File: config.mk
export PLATFORM = sky130hd
export DESIGN_NAME = ca_pattern_gen
export DESIGN_NICKNAME = d
export VERILOG_FILES = /design/src/rtl/ca_pkg.sv /design/src/rtl/ca_edge_wiring.sv /design/src/rtl/ca_cell.sv /design/src/rtl/ca_pattern_gen.sv
export SDC_FILE = /design/constraint.sdc
export NUM_CORES = 1
export LEC_CHECK = 0
export ABC_CLOCK_PERIOD_IN_PS = 2000
export BUFFER_PORTS_ARGS = -buffer_cell sky130_fd_sc_hd__buf_2
export CORE_MARGIN = 2
export CORE_UTILIZATION = 28
export DETAILED_ROUTE_END_ITERATION = 10
export PLACE_DENSITY = 0.52
export SETUP_SLACK_MARGIN = 0.15
export SLEW_MARGIN = 5
export SYNTH_ARGS = -nofsm -noshare
export SYNTH_HDL_FRONTEND = slang
export SYNTH_SLANG_ARGS = --single-unit
File: constraint.sdc
create_clock -name clk -period 2 [get_ports clk]
set_clock_uncertainty 0.2 [all_clocks]
set_input_delay 0.1 -clock clk [delete_from_list [all_inputs] [get_ports clk]]
set_output_delay 0.1 -clock clk [all_outputs]
set_load 0.005 [all_outputs]
File: src/rtl/ca_pkg.sv
package ca_pkg;

  typedef enum logic {
    BND_NULL = 1'b0,
    BND_RING = 1'b1
  } boundary_e;

  localparam int MAX_CELLS = 256;

  // Alternating 90 (even cells) / 150 (odd cells) rule table, cell 0 in the low byte.
  function automatic logic [8*MAX_CELLS-1:0] alt_rules();
    logic [8*MAX_CELLS-1:0] r;
    r = '0;
    for (int i = 0; i < MAX_CELLS; i++) begin
      r[8*i +: 8] = (i % 2 == 1) ? 8'd150 : 8'd90;
    end
    return r;
  endfunction

  // Truth-table lookup: neighbourhood index {right, self, left}.
  function automatic logic rule_eval(input logic [7:0] rule, input logic right,
                                     input logic self_v, input logic left);
    return rule[{right, self_v, left}];
  endfunction

  // True when every rule in the table sends neighbourhood 0 to 0.
  function automatic logic zero_keeping(input logic [8*MAX_CELLS-1:0] tab, input int n);
    logic ok;
    ok = 1'b1;
    for (int i = 0; i < n; i++) begin
      if (tab[8*i]) ok = 1'b0;
    end
    return ok;
  endfunction

endpackage

File: src/rtl/ca_edge_wiring.sv
module ca_edge_wiring #(
  parameter int                CELLS    = 8,
  parameter ca_pkg::boundary_e BOUNDARY = ca_pkg::BND_NULL
) (
  input  logic [CELLS-1:0] state,
  output logic [CELLS-1:0] left_nb,
  output logic [CELLS-1:0] right_nb
);

  localparam int TOP = CELLS - 1;

  logic left_end;
  logic right_end;

  generate
    if (BOUNDARY == ca_pkg::BND_RING) begin : g_ring
      assign left_end  = state[TOP];
      assign right_end = state[0];
    end else begin : g_null
      assign left_end  = 1'b0;
      assign right_end = 1'b0;
    end
  endgenerate

  generate
    if (CELLS == 1) begin : g_single
      assign left_nb  = left_end;
      assign right_nb = right_end;
    end else begin : g_multi
      assign left_nb  = {state[TOP-1:0], left_end};
      assign right_nb = {right_end, state[TOP:1]};
    end
  endgenerate

endmodule

File: src/rtl/ca_cell.sv
module ca_cell #(
  parameter logic [7:0] RULE      = 8'd90,
  parameter logic       RESET_VAL = 1'b0
) (
  input  logic clk,
  input  logic rst,
  input  logic load,
  input  logic enable,
  input  logic seed_bit,
  input  logic left,
  input  logic right,
  output logic q
);

  logic nxt;

  always_comb begin
    nxt = ca_pkg::rule_eval(RULE, right, q, left);
  end

  always_ff @(posedge clk) begin
    if (rst) begin
      q <= RESET_VAL;
    end else if (load) begin
      q <= seed_bit;
    end else if (enable) begin
      q <= nxt;
    end
  end

endmodule

File: src/rtl/ca_pattern_gen.sv
module ca_pattern_gen #(
  parameter int                   CELLS    = 8,
  parameter ca_pkg::boundary_e    BOUNDARY = ca_pkg::BND_NULL,
  parameter logic [8*CELLS-1:0]   RULES    = (8*CELLS)'(ca_pkg::alt_rules()),
  parameter logic [CELLS-1:0]     SEED     = CELLS'(1)
) (
  input  logic             clk,
  input  logic             rst,
  input  logic             load,
  input  logic             enable,
  input  logic [CELLS-1:0] seed,
  output logic [CELLS-1:0] pattern
);

  logic [CELLS-1:0] cells;
  logic [CELLS-1:0] left_nb;
  logic [CELLS-1:0] right_nb;

  ca_edge_wiring #(
    .CELLS    (CELLS),
    .BOUNDARY (BOUNDARY)
  ) u_edges (
    .state    (cells),
    .left_nb  (left_nb),
    .right_nb (right_nb)
  );

  generate
    for (genvar i = 0; i < CELLS; i++) begin : g_cell
      ca_cell #(
        .RULE      (RULES[8*i +: 8]),
        .RESET_VAL (SEED[i])
      ) u_cell (
        .clk      (clk),
        .rst      (rst),
        .load     (load),
        .enable   (enable),
        .seed_bit (seed[i]),
        .left     (left_nb[i]),
        .right    (right_nb[i]),
        .q        (cells[i])
      );
    end
  endgenerate

  assign pattern = cells;

endmodule

Word-level counts from Yosys, hierarchy flattened:

Memory sizes are Yosys's and may differ from the RTL's. A register that Yosys moved wholly into a read port is not among the register bits.
Index checks and enable logic that the tools add are counted.

* memories kept: 6
* word-level logic and storage cells: 61
* flip-flop bits (word level): 8
* output and inout bits: 8
* input port bits: 12
* ROM bits: 48

Memory list
* (no name shown): words 8, bits a word 1, rd ports 1, clocked after memory_dff 1, wr ports 0, RTL line ca_pkg.sv:23 `return rule[{right, self_v, left}];`
* (no name shown): words 8, bits a word 1, rd ports 1, clocked after memory_dff 1, wr ports 0, RTL line ca_pkg.sv:23
* (no name shown): words 8, bits a word 1, rd ports 1, clocked after memory_dff 1, wr ports 0, RTL line ca_pkg.sv:23
* (no name shown): words 8, bits a word 1, rd ports 1, clocked after memory_dff 1, wr ports 0, RTL line ca_pkg.sv:23
* (no name shown): words 8, bits a word 1, rd ports 1, clocked after memory_dff 1, wr ports 0, RTL line ca_pkg.sv:23
* (no name shown): words 8, bits a word 1, rd ports 1, clocked after memory_dff 1, wr ports 0, RTL line ca_pkg.sv:23

* order comparisons: 8
* mux-type cells: 38
* reduce and logical (&&, ||, !) cells: 1

Operator list (number)
* two-way mux 3 bit: 12
* < comparator 3 x 4 -> 1 bit, second input constant: 7
* two-way mux 1 bit: 24
* binary-select mux 1 bit (select 2 bit): 2
* < comparator 2 x 4 -> 1 bit, second input constant: 1
* nonzero test 2 bit: 1

Depth between registers and ports, before layout:

Gate-level depths: netlist of the first run.

* depth in word-level cells: 6
* gate-level depth with buffers: 5
* depth with buffers taken out: 4

Cells and area by module:

From an unflattened synthesis of the first run, not the netlist that was laid out.

* cell total of the unflattened synthesis: 72
* area, all modules: 603.1 µm²

Modules (own cells, without submodules)
* ca_cell at g_cell[1].u_cell ...: seq. area each 20.0 µm², cells each 8, instances 4, area each 62.6 µm²
* ca_cell at g_cell[2].u_cell ...: seq. area each 20.0 µm², cells each 6, instances 3, area each 60.1 µm²
* ca_edge_wiring: seq. area each 0.0 µm², cells each 17, instances 1, area each 123.9 µm²
* ca_cell at g_cell[0].u_cell: seq. area each 20.0 µm², cells each 5, instances 1, area each 48.8 µm²

Least setup slack after synthesis of the first run:

OpenSTA, ideal clock, no wires.

* path type: register to register
* start point: reg g_cell[3].u_cell.q
* end point: reg g_cell[3].u_cell.nxt (netlist name)
* data arrival time: 1277 ps
* stages on the path, launching flop included: 5
* library setup time: 126 ps
* required time: 1674 ps
* slack: 396 ps
* clock period less this slack: 1604 ps
* buffers on the path: 0
* cell sequence: dfxtp_1 mux2_4 mux2i_4 xnor3_1 nor2b_4

RTL lines
* from (decl): RTL line ca_cell.sv:12 `output logic q`
* from (signal assigned): RTL line ca_cell.sv:25 `q <= seed_bit;`
* from (signal assigned): RTL line ca_cell.sv:27 `q <= nxt;`

==> results.toml, run 1 <==
[logic_synthesis]
post_synth_main_area_contributors = "sky130_fd_sc_hd__dfxtp_1, sky130_fd_sc_hd__mux2i_1, sky130_fd_sc_hd__xnor2_1, sky130_fd_sc_hd__mux2_2, sky130_fd_sc_hd__buf_4"
post_synth_instance_area_um2 = 756
dominant_combinational_cell_family_by_area_after_synthesis = "multiplexers"
post_synth_mux_area_share_pct = 26.2
ys_seq_area_share_pct = 37.1
post_synth_and_or_nand_nor_area_fraction_pct = 10.6
synthCells = 69
synth-warning-count = 0
post_synth_edffs = 0
synth.avg_cell_area_um2 = 11.0
netlist-cell-type-count = 20
synth_fp_nets = 81
ys_seq_elements = 14
synth_compound_area_share_pct = 3.31
synth_top_flop_cell = "sky130_fd_sc_hd__dfxtp_1"
synth_largest_type_area_fraction_pct = 37.1
yosys.area_share.adder_pct = 0
yosys-top-cells-count = "sky130_fd_sc_hd__dfxtp_1, sky130_fd_sc_hd__nor2_1, sky130_fd_sc_hd__buf_4, sky130_fd_sc_hd__xnor2_1, sky130_fd_sc_hd__mux2i_1"
yosysTopAreaCell = "sky130_fd_sc_hd__dfxtp_1"
synth_async_reset_ratio_pct = 0
synthesized_area_fraction_occupied_by_xor_and_xnor_cells_pct = 12.3
synth.most_common_cell = "sky130_fd_sc_hd__dfxtp_1"

[critical_path]
worstPathRequired_ns = 1.97
critPathCaptureType = "register"
worst_setup_path_start_kind = "register"
crit_path_max_fo = 4
critical_path_data_arrival_time_ns = 1.70
setup.worst_path.class = "reg2reg"

[sta]
sum_of_negative_setup_slack_ns = 0
slew_violations = 0
min_period_ns = 1.73
holdWs_ns = 0.0206
maxSlewHeadroom_pct = 73.1
setup_repair_after_global_routing_missed_its_margin = "false"
setup_violations = 0
final_hold_viol_count = 0
period_share_pct = 86.4
fmax_mhz = 579
worst_slew_pin_slew_ns = 0.392

[clocking]
cts.sinks = 14
tritoncts = "done"
clock_path_buffers = 2
cts_repair_resize_count = 0
clkLatencyLatePin_ns = 0.27
numCtsBuffers = 3
cts_root_buffer = "sky130_fd_sc_hd__clkbuf_4"
cts.reportedPaths.clkPinSlew_ns = 0.09
htree_num_levels = 1

[floorplanning]
row_count = 18
die_h_um = 56.0
design.core.area_mm2 = 0.00252
fp.dieW_um = 56.0
initial_core_util_pct = 30.0
io_pins = 20
die_area_mm2 = 0.00313

[placed_design]
gpl.final_weighted_congestion = 0.654
placed_cell_area_um2 = 808
dp_cells = 107
placed_wire_length_estimate_after_detailed_placement_um = 924
port_buffers = 19

[drt]
drt_pre_antenna_iters = 2
drtAntennaViolNets = 0
vias_per_cell = 4.18
detailedRoute.firstIterationViolations = 17
routed-via-count = 498
drt_drc_violations_left = 0
routed_wl_per_cell_um = 10.7
route.final.wire_length_um = 1270

[grt]
number_of_antenna_violations_at_the_first_check_in_global_routing = 0
globalRouteOverflowTotal = 0
via_count_of_the_first_global_routing_pass = 523
grt_first_pass_wirelength_um = 2240
grt_max_degree = 15
grt.total_usage_pct = 9.11

[finish]
antennaDiodeCount = 0
fillerInstances = 281
syn_to_final_growth_pct = 21.9
nets = 103
layout-drive-gt1-share_pct = 37.1
stdcell_count = 119
final_area_um2 = 921

[min_path]
hp-class = "in2reg"

[flow_run]
timing.max_cap.violations = 0

[power]
power_leakage_nw = 0.417
total_power_per_unit_cell_area_mw_per_mm2 = 739
ir_drop_mv = 0.283

[run_status]
outcome = "complete, no violations"
## report_power, final
part           switching (mW)  internal, mW
Sequential             0.0166         0.314
Clock                  0.0889        0.0696
Combinational          0.0734         0.118
Total                   0.179         0.502
## worst paths after layout
| kind | start | endpoint | slack [ns] | cells past startpoint |
|---|---|---|---|---|
| worst max-delay path | g_cell[3].u_cell.q | g_cell[3].u_cell.q | 0.27 | 4 |
| worst min-delay path | seed[5] | g_cell[5].u_cell.q | 0.02 | 3 |
| worst min register to register | g_cell[0].u_cell.q | g_cell[0].u_cell.q | 0.46 | 3 |
| worst max register to register | g_cell[3].u_cell.q | g_cell[3].u_cell.q | 0.27 | 4 |
## sequential cells by signal, indices dropped and copies added, names as in the netlist
register	count
g_cell.u_cell.q	8
g_cell.u_cell.nxt	6
## metrics by stage
| stage | total power, mW | setup WS (ns) | util, % |
|---|---|---|---|
| 5_1_grt | 0.722 | 0.201 | 36.5 |
| 6_report | 0.681 | 0.272 | 36.5 |
| 4_1_cts | 0.689 | 0.260 | 36.5 |
| 2_1_floorplan | 0.492 | 0.396 | - |
| 3_3_place_gp | 0.515 | 0.286 | 32.0 |
| 3_5_place_dp | 0.517 | 0.247 | 32.0 |
## final cells by class
| type | count | area (um^2) | area share [%] |
|---|---|---|---|
| Clock buffer | 3 | 22.5 | 2.45 |
| Multi-Input combinational cell | 44 | 395 | 42.9 |
| Sequential cell | 14 | 280 | 30.4 |
| Tap cell | 30 | 37.5 | 4.08 |
| Timing Repair Buffer | 28 | 185 | 20.1 |
## layer usage
| metal | routed length (um) | up-vias | part of all wire, % | global-route usage, % |
|---|---|---|---|---|
| li1 | - | 263 | - | - |
| met1 | 628 | 222 | 49 | 12.2 |
| met2 | 563 | 13 | 44 | 13.4 |
| met3 | 77 | 0 | 6.1 | 2.79 |
| met4 | 0 | 0 | 0 | 4.08 |
| met5 | 0 | - | 0 | 0 |
## critical path, stage by stage, from the launching register on
cell and delay (ns):
sky130_fd_sc_hd__dfxtp_1 0.32, sky130_fd_sc_hd__mux2_4 0.28, sky130_fd_sc_hd__mux2i_4 0.21, sky130_fd_sc_hd__nor2_1 0.06
sky130_fd_sc_hd__dlygate4sd3_1 0.56
## cells in the final DEF, fill, tap and decap left out
cell,n
sky130_fd_sc_hd__buf_2,19
sky130_fd_sc_hd__dfxtp_1,14
sky130_fd_sc_hd__nor2_1,10
sky130_fd_sc_hd__dlygate4sd3_1,9
sky130_fd_sc_hd__xnor2_1,8
sky130_fd_sc_hd__mux2i_1,7
sky130_fd_sc_hd__mux2_2,6
sky130_fd_sc_hd__clkbuf_4,3
sky130_fd_sc_hd__mux2i_4,2
sky130_fd_sc_hd__nand2b_1,2
sky130_fd_sc_hd__mux2_4,1
sky130_fd_sc_hd__xnor3_1,1
sky130_fd_sc_hd__nor2b_4,1
sky130_fd_sc_hd__nor2b_1,1
sky130_fd_sc_hd__a21boi_0,1
sky130_fd_sc_hd__and3b_2,1
sky130_fd_sc_hd__o31ai_1,1
sky130_fd_sc_hd__a21oi_1,1
sky130_fd_sc_hd__o21ai_0,1
## kinds of logic after synthesis
group	after synthesis
mux	16
simple gates	15
flops	14
buf+inv	11
xor+xnor	9
compound gates	4
## repair_timing
item / in CTS / in global routing
hold buffers: 9 / 0
setup buffers: 0 / 0
hold endpoints to repair: 12 / 0
(Power assumes the default switching activity.)
==> run 2: changes to the inputs <==
Settings changed: ABC_AREA from default to 1, PLACE_DENSITY 0.52 to 0.51.
==> results.toml, run 2 <==
[floorplanning]
design.core.area_mm2 = 0.00303
row_count = 20
die_area_mm2 = 0.00363
io_pins = 20
die_h_um = 60.3
fp.dieW_um = 60.3
initial_core_util_pct = 29.3

[power]
sequential_share_of_power_pct = 47.2
cell_internal_pwr_mw = 0.481
switching_share_pct = 29.7
ir_drop_mv = 0.185
power.share.clock_pct = 30.0
power_leakage_nw = 0.542
total_power_per_unit_cell_area_mw_per_mm2 = 661
power_switching_mw = 0.203
power.combinational.fraction_pct = 22.8

[min_path]
hp-start = "seed[2]"
hp-class = "in2reg"

[finish]
syn_to_final_growth_pct = 16.8
number_of_flip_flops_in_the_largest_register = 8
mostFrequentLayoutCell = "sky130_fd_sc_hd__nand2_1"
layout_common_cells = "sky130_fd_sc_hd__nand2_1, sky130_fd_sc_hd__buf_2, sky130_fd_sc_hd__nand3_1"
antennaDiodeCount = 0
final_area_mm2 = 0.00104
stdcell_count = 184
nets = 153
layout-drive-gt1-share_pct = 35.7
largest_register = "g_cell.u_cell.q"

[placed_design]
placed_wire_length_estimate_after_detailed_placement_um = 1460
placed_cell_area_um2 = 950
gpl.final_weighted_congestion = 0.842
pre_cts_slack_ns = 0.589
port_buffers = 19
dp_cells = 175

[sta]
maxSlewHeadroom_pct = 65.6
final_hold_viol_count = 0
sum_of_negative_setup_slack_ns = 0
worst_slew_pin_slew_ns = 0.515
slew_violations = 0
fin_ws_ns = 0.323
period_share_pct = 83.9
fmax_mhz = 596
setup_violations = 0
min_period_ns = 1.68
setup_repair_after_global_routing_missed_its_margin = "false"

[clocking]
htree_num_levels = 1
tritoncts = "done"
numCtsBuffers = 3
cts.reportedPaths.clkPinSlew_ns = 0.08
clkLatencyLatePin_ns = 0.28
post-cts-setup-buffers = 0
clock_path_buffers = 2
cts.sinks = 14
cts_root_buffer = "sky130_fd_sc_hd__clkbuf_4"

[drt]
vias_per_cell = 4.11
drt_drc_violations_left = 0
drtAntennaViolNets = 0
detailedRoute.firstIterationViolations = 12
routed-via-count = 757
routed_wl_per_cell_um = 10.1
drt_pre_antenna_iters = 4
route.final.wire_length_um = 1860

[critical_path]
setup.worst_path.class = "in2reg"
worst_setup_path_start_kind = "input port"
critPathCaptureType = "register"
critical_path_data_arrival_time_ns = 1.65
crit_path_start = "rst"
crit_reg_reg_startpoint = "g_cell[6].u_cell.q"
crit_path_max_fo = 15
worstPathRequired_ns = 1.97

[grt]
globalRouteOverflowTotal = 0
grt_first_pass_wirelength_um = 3220
via_count_of_the_first_global_routing_pass = 744
grt_max_degree = 16
grt.total_usage_pct = 12.1
number_of_antenna_violations_at_the_first_check_in_global_routing = 0

[logic_synthesis]
post_synth_main_area_contributors = "sky130_fd_sc_hd__dfxtp_1, sky130_fd_sc_hd__nand2_1, sky130_fd_sc_hd__nand3_1, sky130_fd_sc_hd__nand3_2, sky130_fd_sc_hd__buf_4"
synth_async_reset_ratio_pct = 0
synth-warning-count = 0
ys_seq_elements = 14
synth.avg_cell_area_um2 = 7.21
ys_seq_area_share_pct = 31.6
synth_top_flop_cell = "sky130_fd_sc_hd__dfxtp_1"
yosysTopAreaCell = "sky130_fd_sc_hd__dfxtp_1"
synth.most_common_cell = "sky130_fd_sc_hd__nand2_1"
synthCells = 123
netlist-cell-type-count = 17
post_synth_edffs = 0
yosys-top-cells-count = "sky130_fd_sc_hd__nand2_1, sky130_fd_sc_hd__nand3_1, sky130_fd_sc_hd__dfxtp_1, sky130_fd_sc_hd__inv_1, sky130_fd_sc_hd__nand2_2"
synth_fp_nets = 135
post_synth_instance_area_um2 = 887
synth_largest_type_area_fraction_pct = 31.6

[run_status]
outcome = "complete, no violations"

[flow_run]
timing.max_cap.violations = 0
run 2: changes by cell type in the layout (fill, tap and decap cells not counted), moves of 7 or more:
cell and delta:
sky130_fd_sc_hd__inv_1 +10, sky130_fd_sc_hd__xnor2_1 -8, sky130_fd_sc_hd__mux2i_1 -7, sky130_fd_sc_hd__nand2_1 +34
sky130_fd_sc_hd__nand3_1 +18, sky130_fd_sc_hd__nand3_2 +7, sky130_fd_sc_hd__nand2_2 +9
run 2: worst paths after layout:
path                          endpoint  slack [ns]  cells after the start
hold reg to reg     g_cell[0].u_cell.q        0.41                      4
setup / recovery  g_cell[1].u_cell.nxt        0.32                      8
setup reg to reg  g_cell[6].u_cell.nxt        0.83                      6
hold / removal      g_cell[2].u_cell.q        0.03                      5
run 2: critical path, stage by stage:
cell and delay (ns):
sky130_fd_sc_hd__dlygate4sd3_1 0.53, sky130_fd_sc_hd__buf_2 0.13, sky130_fd_sc_hd__inv_1 0.38, sky130_fd_sc_hd__nand2_1 0.17
sky130_fd_sc_hd__nor2_4 0.14, sky130_fd_sc_hd__nand2_1 0.06, sky130_fd_sc_hd__nand3_1 0.08, sky130_fd_sc_hd__nand2_1 0.06
run 2: layout make-up:
class	instances	area (um^2)
timing repair buffer	24	145
tap	44	55.1
fill	329	1990
inverter	16	65.1
clock buffer	4	36.3
sequential	14	280
multi-input combinational	82	454
run 2: kinds of logic (layout without fill, tap and decap cells):
group	count (synthesis)	after routing	synth area share (%)
AO/OA/AOI/OAI	2	2	1.13
flip-flops	14	14	31.6
AND/OR/NAND/NOR	79	79	49.1
XOR/XNOR	1	1	0.987
buffers and inverters	27	44	17.2
run 2: power groups by stage:
stage                     clock network, mW  registers (mW)  logic [mW]
after CTS                             0.211           0.323       0.158
after global routing                  0.224           0.326       0.178
after detailed placement                  0           0.330       0.150
final                                 0.205           0.323       0.156
after global placement                    0           0.330       0.148
after floorplan                           0           0.326       0.127
run 2: routing by layer:
layer  wire, um  GRT usage [%]
met1        833           15.9
met2        903           18.8
met3         98           1.73
met4         28           6.67
met5          0              0
run 2: timing repair:
item	CTS	global route
hold endpoints to repair	5	0
gates resized for setup	0	0
hold buffers	5	0
run 2: metrics by stage:
step / utilization (%) / hold WS (ns) / total power, mW
2_1_floorplan: - / -0.0276 / 0.453
3_3_place_gp: 31.4 / 0.0739 / 0.478
3_5_place_dp: 31.4 / 0.0863 / 0.480
4_1_cts: 34.2 / 0.0217 / 0.692
5_1_grt: 34.2 / 0.0632 / 0.728
6_report: 34.2 / 0.0266 / 0.684
